**src/rtl/octal_cmd_port.sv**
```systemverilog
module octal_cmd_port #(
  parameter int WIDTH = 8,
  parameter int SYNC  = 2
) (
  input  logic             clk,
  input  logic             rst_n,
  input  logic             sclk,
  input  logic             sel_n,
  input  logic             sdi,
  input  logic [WIDTH-1:0] diag_in,
  output logic             sdo,
  output logic             sdo_oe,
  output logic [WIDTH-1:0] cmd_o,
  output logic             frame_ok
);

  localparam int CW = (WIDTH > 2) ? $clog2(WIDTH) : 1;

  logic [SYNC-1:0]  sclk_q, sel_q, sdi_q;
  logic             sclk_d, sel_d;
  logic [WIDTH-1:0] sr;
  logic [CW-1:0]    cnt;
  logic             seen;

  wire sclk_now = sclk_q[SYNC-1];
  wire sel_now  = sel_q[SYNC-1];
  wire sdi_now  = sdi_q[SYNC-1];

  wire sel_fall = sel_d & ~sel_now;
  wire sel_rise = ~sel_d & sel_now;
  wire sh_edge  = ~sel_d & ~sel_now & sclk_now & ~sclk_d;
  wire good     = seen && (cnt == '0);

  always_ff @(posedge clk or negedge rst_n) begin
    if (!rst_n) begin
      sclk_q <= '1;
      sel_q  <= '1;
      sdi_q  <= '0;
      sclk_d <= 1'b1;
      sel_d  <= 1'b1;
    end else begin
      sclk_q <= {sclk_q[SYNC-2:0], sclk};
      sel_q  <= {sel_q[SYNC-2:0], sel_n};
      sdi_q  <= {sdi_q[SYNC-2:0], sdi};
      sclk_d <= sclk_now;
      sel_d  <= sel_now;
    end
  end

  always_ff @(posedge clk or negedge rst_n) begin
    if (!rst_n) begin
      sr   <= '0;
      cnt  <= '0;
      seen <= 1'b0;
    end else if (sel_fall) begin
      sr   <= diag_in;
      cnt  <= '0;
      seen <= 1'b0;
    end else if (sh_edge) begin
      sr   <= {sdi_now, sr[WIDTH-1:1]};
      cnt  <= (cnt == CW'(WIDTH - 1)) ? '0 : cnt + 1'b1;
      seen <= 1'b1;
    end
  end

  always_ff @(posedge clk or negedge rst_n) begin
    if (!rst_n) begin
      cmd_o    <= '0;
      frame_ok <= 1'b0;
    end else begin
      frame_ok <= sel_rise && good;
      if (sel_rise && good) cmd_o <= sr;
    end
  end

  assign sdo    = sr[0];
  assign sdo_oe = ~sel_d;

  assert_cmd_moves_on_frame_R6: assert property (@(posedge clk) disable iff (!rst_n)
    !$stable(cmd_o) |-> frame_ok);

  assert_single_pulse_R6: assert property (@(posedge clk) disable iff (!rst_n)
    frame_ok |=> !frame_ok);

  assert_pulse_when_released_R8: assert property (@(posedge clk) disable iff (!rst_n)
    frame_ok |-> !sdo_oe);

  assert_idle_ignored_R9: assert property (@(posedge clk) disable iff (!rst_n)
    (!sdo_oe && $past(!sdo_oe)) |-> $stable(sr));

  assert_count_cleared_on_select_R2: assert property (@(posedge clk) disable iff (!rst_n)
    $rose(sdo_oe) |-> (cnt == '0 && !seen));

endmodule

```
**config.mk**
```make
export PLATFORM = sky130hd
export DESIGN_NAME = octal_cmd_port
export DESIGN_NICKNAME = d
export VERILOG_FILES = /design/src/rtl/octal_cmd_port.sv
export SDC_FILE = /design/constraint.sdc
export NUM_CORES = 1
export LEC_CHECK = 0
export ABC_AREA = 0
export ABC_CLOCK_PERIOD_IN_PS = 1400
export BUFFER_PORTS_ARGS = -buffer_cell sky130_fd_sc_hd__buf_2
export CAP_MARGIN = 20
export CORE_UTILIZATION = 29
export DETAILED_ROUTE_END_ITERATION = 6
export GPL_TIMING_DRIVEN = 0
export PLACE_DENSITY = 0.59
export SYNTH_ARGS = -nofsm -noshare
export SYNTH_HDL_FRONTEND = slang
export SYNTH_SLANG_ARGS = --single-unit
```
**constraint.sdc**
```tcl
create_clock -name clk -period 1.4 [get_ports clk]
set_clock_uncertainty 0.05 [all_clocks]
set_input_delay 0.28 -clock clk [delete_from_list [all_inputs] [get_ports clk]]
set_output_delay 0.28 -clock clk [all_outputs]
set_load 0.02 [all_outputs]
```
==> results of run 1 <==
cells in the mapped netlist:
master	instances	share of area, %
a21oi_1	1	0.43
a22oi_1	5	3.2
buf_6	1	0.97
dfrtp_1	23	49
dfstp_2	6	14
ha_1	3	3.2
inv_1	11	3.5
mux2_1	2	1.9
mux2_2	8	7.7
mux2_4	2	2.6
nand2_1	4	1.3
nand2b_4	1	1.2
nand4_4	1	1.8
nor2_1	3	0.97
nor2b_1	2	1.1
nor4b_4	1	2.0
o21a_1	1	0.64
o21ai_0	8	3.4
o221a_2	1	0.97
cell families after synthesis:
group | share of synthesized area [%]
AND/OR/NAND/NOR | 8.38
multiplexers | 12.2
adder cells (fa/ha/maj) | 3.22
AO/OA/AOI/OAI | 8.70
buffers and inverters | 4.51
flip-flops | 62.9
layer usage:
metal	share of wire [%]	vias up
li1	-	378
met1	46	392
met2	46	22
met3	5.8	7
met4	1.9	0
met5	0	-
cell type report:
class                   instances  share of cell area, %
well taps                      48                   3.73
plain buffers                   1                  0.699
clock inverters                 1                  0.311
multi-input cells              44                   27.3
clock buffers                   7                   5.98
inverters                      11                   2.56
flip-flops and latches         29                   45.5
repair buffers                 36                   14.0
metrics by stage:
step,cells,power (mW)
final,177,2.42
after detailed placement,155,1.61
after global placement,155,1.60
after floorplan,84,1.43
after global routing,177,2.54
after CTS,171,2.41
sequential cells by signal (all words and copies together) (netlist names):
| register | count |
|---|---|
| cnt | 3 |
| sclk_q | 2 |
| cmd_o | 8 |
| seen | 1 |
| sr | 8 |
| sclk_d | 1 |
| sel_q | 2 |
| sdi_q | 2 |
| sel_d | 1 |
| frame_ok | 1 |
worst max-delay path: cells and delay by family (launching register included):
kind             cells  cell delay [ns]
muxes                2             0.55
DFF                  1             0.56
and+or+nand+nor      1             0.15
what timing repair did:
action	CTS	global route
hold buffers	1	0
hold endpoints to repair	23	0
gates cloned	1	0
buffers inserted	6	6
pin swaps	0	2
endpoints found under the setup margin	17	18
resized for setup	3	16
report_power, final:
group,leakage (nW),internal [mW],switching (mW)
sequential,0.349,1.01,0.0937
clock,0.0542,0.444,0.327
combinational,0.376,0.258,0.293
total,0.779,1.71,0.713
worst max-delay path by stage:
stage                                    to  slack (ns)                 from
after CTS                 sr[5]$_DFFE_PN0P_       -0.08   sel_q[1]$_DFF_PN1_
after detailed placement  sr[5]$_DFFE_PN0P_       -0.12  sclk_q[1]$_DFF_PN1_
after global placement    sr[5]$_DFFE_PN0P_       -0.11  sclk_q[1]$_DFF_PN1_
final                     sr[5]$_DFFE_PN0P_       -0.04   sel_q[1]$_DFF_PN1_
after floorplan           sr[5]$_DFFE_PN0P_       -0.06   sel_q[1]$_DFF_PN1_
after global routing      sr[5]$_DFFE_PN0P_       -0.08   sel_q[1]$_DFF_PN1_
==> results.ini, run 1 <==
[outcome]
outcome = finished with violations
violations = negative setup slack

[placed_design]
place_congestion = 0.747
dp_hpwl_mm = 1.40
dp_slack_ns = -0.122
placed_area_sq_um = 1350
numPortBuffers = 23

[critical_path]
r2r_cells = 3
slowest_stage = dfstp_2
start_kind = flop
worstPathArrival_ns = 1.55
worstReg2RegStart = sel_q[1]$_DFF_PN1_
r2r_setup_slack_ns = -0.04
crit_type = reg -> reg
reg2reg_to = sr[5]$_DFFE_PN0P_
critPathMostFrequentCell = mux2_4
cp-end-kind = flop
cp_max_fo = 5
crit_chain = nand2b_4 -> mux2_4 -> mux2_4
required_ns = 1.52
cpPeakStageDelay_ns = 0.56

[clock_tree]
clk_pin_slew_ns = 0.06
htreeDepth = 2
cts_tree = built
cts_buffers = 5
numClockSinks = 29
cts_root_buffer = clkbuf_8
clockBufferDepth = 2
clk_latency_ns = 0.29

[synthesis]
yosys_warnings = 0
synth.distinct_cells = 19
synth_cells = 84
synth_area_sq_um = 1160
ys_ff_latch = 29
seq_area_frac_synth_pct = 62.9
syn-num-nets = 100
avgSynthCellArea_sq_um = 13.9

[cells_and_area]
final_common_cell = dfrtp_1
multi_input_area_sq_um = 439
syn_to_final_growth_pct = 38.3
fin_util_pct = 43.0
drive_gt1_share_pct = 58.9
final_cell_area_sq_um = 1610
nets = 144
fillerInstances = 365
most-common-layout-cells = dfrtp_1, buf_2, inv_1, buf_4, mux2_2
diodes = 0
register_area_sq_um = 733

[routing]
firstDrtPassIters = 2
routed_via_density = 4.51
antenna_left = 0
detail_route.iter0.violations = 6
totalWireLength_mm = 2.24
post-route-drc-count = 0
vias = 799
post_drt_wl_per_cell_um = 12.7

[sta]
fin_crit_sh_pct = 103
fmaxAchievable_mhz = 696
hold_viol = 0
setup_viol = 3
tightestPinTransition_ns = 0.630
rsz0062_at_grt = true
finalSetupTns_ns = -0.0714
fin_ws_ns = -0.0372
relSlewSlack_pct = 58.0
period_needed_ns = 1.44
maxSlewViolCount = 0
hold_slack_ns = 0.0400

[global_routing]
grt.met1_usage_pct = 15.1
grt_pass1_wl_mm = 3.82
grt_pass1_vias = 826
grt_most_used_layer = met2
use_met2_pct = 18.8
gr-total-overflow = 0
gr-usage-met3_pct = 5.90
antenna_found_initial = 0
grt_max_degree = 30
grtUsageTotal_pct = 12.6

[floorplanning]
die_area_sq_um = 4270
die_h_um = 65.4
start_util_pct = 31.1
rows = 22
ios = 24
die_w_um = 65.4
design.core.area_sq_um = 3740

[hold_path]
hp-class = in -> reg
min_path_cells = 1
holdPathEnd = sel_q[0]$_DFF_PN1_
worstHoldStart = sel_n

[flow_run]
max-cap-violations = 0

[pwr]
p_leak_nw = 0.779
peakVddDrop_mv = 0.629
power.density_nw_per_um2 = 1500

(Power assumes the default switching activity.)
==> run 2: changes to the inputs <==
--- a/config.mk
+++ b/config.mk
@@ -11,7 +11,6 @@
 export CAP_MARGIN = 20
 export CORE_UTILIZATION = 29
 export DETAILED_ROUTE_END_ITERATION = 6
-export GPL_TIMING_DRIVEN = 0
 export PLACE_DENSITY = 0.59
 export SYNTH_ARGS = -nofsm -noshare
 export SYNTH_HDL_FRONTEND = slang
==> run 2 against run 1 <==
The flow still finishes with violations (negative setup slack). Die area did not move. First-iteration DRC count grew to 3.7 times the previous value. Core utilization shrank 0.40 points. Power fell by 3.0%. Combinational power rose by 0.9%. Critical path type unchanged. Critical endpoint unchanged. Largest cell class unchanged. Largest power group unchanged.
==> results.ini, run 2 (same netlist as run 1, synthesis figures left out) <==
[outcome]
outcome = finished with violations
violations = negative setup slack

[clock_tree]
cts_root_buffer = clkbuf_8
cts_buffers = 5  ; unchanged
cts_tree = built
htreeDepth = 2  ; unchanged
clockBufferDepth = 2  ; unchanged
numClockSinks = 29  ; unchanged
clk_pin_slew_ns = 0.06  ; about the same
clk_latency_ns = 0.27  ; -0.02 ns

[sta]
setup_viol = 3  ; unchanged
maxSlewViolCount = 0  ; unchanged
hold_viol = 0  ; unchanged
period_needed_ns = 1.43  ; -0.0100 ns
hold_slack_ns = 0.0567  ; +0.0167 ns
tightestPinTransition_ns = 0.353  ; -0.277 ns
fin_crit_sh_pct = 102  ; -0.72 points
rsz0062_at_grt = true
fmaxAchievable_mhz = 701  ; +0.70%
relSlewSlack_pct = 76.5  ; +18 points
fin_ws_ns = -0.0272  ; +0.0100 ns
finalSetupTns_ns = -0.0487  ; +0.0228 ns

[critical_path]
cp-end-kind = flop
worstPathArrival_ns = 1.53  ; -0.02 ns
cpPeakStageDelay_ns = 0.56  ; about the same
r2r_cells = 3  ; unchanged
crit_type = reg -> reg
cp_top_family = flip-flops
slowest_stage = dfstp_2
crit_buf_inv = 0  ; unchanged
required_ns = 1.50  ; -0.02 ns
critPathMostFrequentCell = mux2_4
crit_cells = 3  ; unchanged
crit_chain = nand2b_4 -> mux2_4 -> mux2_4
start_kind = flop
cp_max_fo = 4  ; -1

[cells_and_area]
most-common-layout-cells = dfrtp_1, buf_2, inv_1, buf_4, mux2_2
layout.cells.non_filler = 177  ; unchanged
final_cell_area_sq_um = 1600  ; -0.93%
largestRegisters = cmd_o x8, sr x8, cnt x3
fin_util_pct = 42.6  ; -0.40 points
drive_gt1_share_pct = 54.3  ; -4.7 points
final_common_cell = dfrtp_1
nets = 144  ; unchanged
diodes = 0  ; unchanged
syn_to_final_growth_pct = 37.1

[flow_run]
max-cap-violations = 0  ; unchanged

[routing]
vias = 785  ; -1.8%
antenna_left = 0  ; unchanged
top_layer_used = met4
dr_wl_met2_mm = 1.15  ; +11%
post-route-drc-count = 0  ; unchanged
drt-met1-wl_um = 950  ; -7.9%
wl_met3_um = 124  ; -4.6%
routed_via_density = 4.44  ; -1.8%
post_drt_wl_per_cell_um = 12.6  ; -0.18%
totalWireLength_mm = 2.24  ; -0.18%
firstDrtPassIters = 4  ; +2
detail_route.iter0.violations = 22  ; +16

[placed_design]
dp_hpwl_mm = 1.52  ; +8.7%
place_inst = 162  ; +4.5%
place_congestion = 0.733  ; -1.9%
numPortBuffers = 23  ; unchanged
placed_area_sq_um = 1400  ; +3.6%
dp_slack_ns = -0.0331  ; +0.0886 ns

[floorplanning]
rows = 22  ; unchanged
start_util_pct = 31.1  ; unchanged
design.core.area_sq_um = 3740  ; unchanged
die_h_um = 65.4  ; unchanged
ios = 24  ; unchanged
die_area_sq_um = 4270  ; unchanged
die_w_um = 65.4  ; unchanged

[hold_path]
hp-class = in -> reg
min_path_cells = 1  ; unchanged

[pwr]
p_leak_nw = 0.772  ; -0.91%
p_sw_share_pct = 29.0  ; -0.51 points
finalPower_mw = 2.35  ; -3.0%
p_comb_share_pct = 23.7  ; +1.0 points
peakVddDrop_mv = 0.793  ; +26%
pwr-share-clk_pct = 29.5  ; -2.3 points
seqPwrFrac_pct = 46.8  ; +1.4 points
p_sw_mw = 0.680  ; -4.7%
p_int_mw = 1.67  ; -2.3%
power.density_nw_per_um2 = 1470  ; -2.1%

[global_routing]
grt_pass1_vias = 884  ; +7.0%
antenna_found_initial = 0  ; unchanged
grt_max_degree = 30  ; unchanged
gr-total-overflow = 0  ; unchanged
grtUsageTotal_pct = 12.2  ; -0.36 points
grt_pass1_wl_mm = 3.87  ; +1.4%

==> run 2: cell count changes in the layout (fill, tap and decap cells not counted), moves of 2 or more <==
cell      before  now
a22oi_2        5    3
o21ai_1        6    4
o21ai_0        2    4
a22oi_1        0    2
clkbuf_1       0    2
==> run 2: final timing paths <==
check,from,endpoint,slack (ns)
hold reg to reg,sclk_q[0]$_DFF_PN1_,sclk_q[1]$_DFF_PN1_,0.31
min in group asynchronous,rst_n,cmd_o[6]$_DFFE_PN0P_,0.50
hold / removal,sel_n,sel_q[0]$_DFF_PN1_,0.06
setup reg to reg,sel_q[1]$_DFF_PN1_,sr[5]$_DFFE_PN0P_,-0.03
setup / recovery,sel_q[1]$_DFF_PN1_,sr[5]$_DFFE_PN0P_,-0.03
max in group asynchronous,rst_n,sel_d$_DFF_PN1_,0.50
==> run 2: power groups by stage <==
stage	sequential, mW	clock [mW]	combinational, mW
final	1.10	0.693	0.556
after global routing	1.12	0.741	0.606
after CTS	1.10	0.702	0.557
after detailed placement	1.11	0	0.524
after global placement	1.11	0	0.517
after floorplan	1.24	0	0.189
==> run 2: metal layers <==
| metal | vias up | GRT usage (%) |
|---|---|---|
| met5 | - | 0 |
| met4 | 0 | 3.80 |
| met3 | 2 | 4.51 |
| met2 | 23 | 21.5 |
| met1 | 380 | 13.6 |
| li1 | 380 | - |
==> run 2: worst register-to-register path, cell delays in order (launching register included) <==
cell and delay, ns:
dfstp_2 0.56, nand2b_4 0.15, mux2_4 0.29, mux2_4 0.26
==> run 2: cell type report <==
| cell class | count | area (sq um) |
|---|---|---|
| multi-input cells | 44 | 427 |
| inverters | 11 | 41.3 |
| fillers | 376 | 2150 |
| flip-flops and latches | 29 | 733 |
| well taps | 48 | 60.1 |
| clock buffers | 8 | 90.1 |
| repair buffers | 37 | 245 |
==> run 2: repair_timing <==
action	in CTS	in global routing
endpoints found under the hold margin	23	0
endpoints found under the setup margin	14	18
resized for setup	6	7
cloned	1	0
setup buffers	4	1
hold buffers	1	0
pin swaps	1	1
==> run 3: changes to the inputs <==
--- a/config.mk
+++ b/config.mk
@@ -9,6 +9,7 @@
 export ABC_CLOCK_PERIOD_IN_PS = 1400
 export BUFFER_PORTS_ARGS = -buffer_cell sky130_fd_sc_hd__buf_2
 export CAP_MARGIN = 20
+export CORE_ASPECT_RATIO = 1.25
 export CORE_UTILIZATION = 29
 export DETAILED_ROUTE_END_ITERATION = 6
 export PLACE_DENSITY = 0.59
==> run 3 against run 2 <==
The run still ends with negative setup slack left. Combinational power decreased by 4.3%. Global-route usage down 0.74 points. Power is 3.5% lower. Via count down 2.5%. Final cell count grew 0.56%. Sequential power about the same. Die area hardly changed. First-iteration DRC count grew 4.5%. Register-to-register slack about the same. Non-clock buffer count shrank 4.
==> results.ini, run 3 (same netlist as run 1, synthesis figures left out) <==
[outcome]
violations = negative setup slack
outcome = finished with violations

[pwr]
p_sw_mw = 0.669  ; -1.6%
p_sw_share_pct = 29.5  ; +0.56 points
p_leak_nw = 0.747  ; -3.3%
seqPwrFrac_pct = 48.4  ; +1.6 points
p_int_mw = 1.60  ; -4.2%
pwr-share-clk_pct = 28.1  ; -1.4 points
p_comb_share_pct = 23.5  ; -0.2 points
finalPower_mw = 2.27  ; -3.5%
peakVddDrop_mv = 0.551  ; -31%
power.density_nw_per_um2 = 1470  ; about the same

[clock_tree]
clk_latency_ns = 0.27  ; about the same
htreeDepth = 2  ; unchanged
clockBufferDepth = 2  ; unchanged
cts_buffers = 5  ; unchanged
cts_root_buffer = clkbuf_8
cts_tree = built
numClockSinks = 29  ; unchanged
clk_pin_slew_ns = 0.06  ; about the same
cts_setup_buffers = 0  ; -4

[sta]
finalSetupTns_ns = -0.0701  ; -0.0214 ns
maxSlewViolCount = 0  ; unchanged
tightestPinTransition_ns = 0.333  ; -0.0195 ns
period_needed_ns = 1.44  ; +0.0141 ns
relSlewSlack_pct = 77.8  ; +1.3 points
fmaxAchievable_mhz = 694  ; -0.98%
rsz0062_at_grt = true
fin_crit_sh_pct = 103  ; +1.0 points
fin_ws_ns = -0.0413  ; -0.0141 ns
setup_viol = 3  ; unchanged
hold_viol = 0  ; unchanged

[cells_and_area]
syn_to_final_growth_pct = 32.2
diodes = 0  ; unchanged
register_area_sq_um = 733  ; unchanged
largestRegisters = cmd_o x8, sr x8, cnt x3
multi_input_area_sq_um = 400  ; -6.2%
final_common_cell = dfrtp_1
most-common-layout-cells = dfrtp_1, buf_2, inv_1
drive_gt1_share_pct = 53.2  ; -1.0 points
fillerInstances = 389  ; +3.5%
nets = 139  ; -3.5%

[routing]
antenna_left = 0  ; unchanged
vias = 765  ; -2.5%
post_drt_wl_per_cell_um = 11.9  ; -5.7%
firstDrtPassIters = 2  ; -2
routed_via_density = 4.30  ; -3.1%
post-route-drc-count = 0  ; unchanged
totalWireLength_mm = 2.12  ; -5.2%
detail_route.iter0.violations = 23  ; +4.5%

[critical_path]
required_ns = 1.51  ; about the same
r2r_cells = 3  ; unchanged
crit_type = reg -> reg
reg2reg_to = sr[5]$_DFFE_PN0P_
r2r_setup_slack_ns = -0.04  ; about the same
worstPathArrival_ns = 1.55  ; +0.02 ns
cp_max_fo = 6  ; +2
start_kind = flop
cp-end-kind = flop
worstReg2RegStart = sel_d$_DFF_PN1_

[placed_design]
place_congestion = 0.742  ; +1.3%
dp_hpwl_mm = 1.58  ; +3.9%
dp_slack_ns = -0.0901  ; -0.0570 ns
numPortBuffers = 23  ; unchanged

[global_routing]
grt_most_used_layer = met2
gr-usage-met3_pct = 5.67  ; +1.2 points
grt.met1_usage_pct = 11.8  ; -1.8 points
gr-total-overflow = 0  ; unchanged
antenna_found_initial = 0  ; unchanged
use_met2_pct = 20.2  ; -1.3 points
grt_pass1_vias = 764  ; -14%
grtUsageTotal_pct = 11.5  ; -0.74 points
grt_max_degree = 17  ; -43%
grt_pass1_wl_mm = 3.46  ; -11%

[hold_path]
worstHoldStart = sel_n
holdPathEnd = sel_q[0]$_DFF_PN1_
min_path_cells = 1  ; unchanged
hp-class = in -> reg

[floorplanning]
ios = 24  ; unchanged
die_h_um = 72.9  ; +11%
design.core.area_sq_um = 3820  ; +1.9%
rows = 25  ; +14%
start_util_pct = 30.5  ; -0.59 points
die_w_um = 58.7  ; -10%
die_area_sq_um = 4280  ; about the same

[flow_run]
max-cap-violations = 0  ; unchanged

-- run 3: cell type report --
type                       instances  area share [%]
clock buffer                       6            4.71
timing repair buffer              33            14.0
tap                               54            4.39
sequential                        29            47.6
inverter                          11            2.68
clock inverter                     2           0.650
multi-input combinational         43            26.0
-- run 3: power by group through the flow --
| stage | clock (mW) | sequential (mW) | combinational [mW] |
|---|---|---|---|
| 2_1_floorplan | 0 | 1.24 | 0.189 |
| 3_3_place_gp | 0 | 1.11 | 0.517 |
| 6_report | 0.637 | 1.10 | 0.532 |
| 3_5_place_dp | 0 | 1.12 | 0.529 |
| 5_1_grt | 0.709 | 1.12 | 0.577 |
| 4_1_cts | 0.665 | 1.10 | 0.537 |
-- run 3: timing repair --
item,CTS,global route
endpoints found under the hold margin,13,0
setup endpoints to repair,20,16
resized for setup,5,6
hold buffers,1,0
gates cloned,0,0
pin swaps,1,0
-- run 3: how the worst max path moves through the flow --
stage                              from           endpoint  cells past startpoint
finish                  sel_d$_DFF_PN1_  sr[5]$_DFFE_PN0P_                      3
global route            sel_d$_DFF_PN1_  sr[5]$_DFFE_PN0P_                      3
CTS                     sel_d$_DFF_PN1_             sdo_oe                      2
detailed placement  sclk_q[1]$_DFF_PN1_  sr[5]$_DFFE_PN0P_                      3
global placement    sclk_q[1]$_DFF_PN1_  sr[5]$_DFFE_PN0P_                      3
floorplan            sel_q[1]$_DFF_PN1_  sr[5]$_DFFE_PN0P_                      3
-- run 3: metal layers --
layer  vias up  part of all wire (%)
met5         -                     0
met4         0                   1.0
met3         2                   6.5
met2        22                    53
met1       379                    40
li1        362                     -
-- run 3: per-stage QoR --
step	std cells	hold WS [ns]	utilization (%)	area [sq um]
floorplan	84	-0.0656	-	1170
CTS	178	0.0414	40.1	1530
detailed placement	169	0.150	37.3	1420
finish	178	0.0520	40.4	1540
global route	178	0.0347	40.4	1540
global placement	169	0.142	37.3	1420
-- run 3: critical path: stages (launching register included) --
cell and delay [ns]:
dfstp_2 0.63, nand2b_4 0.09, mux2_4 0.30, mux2_4 0.26
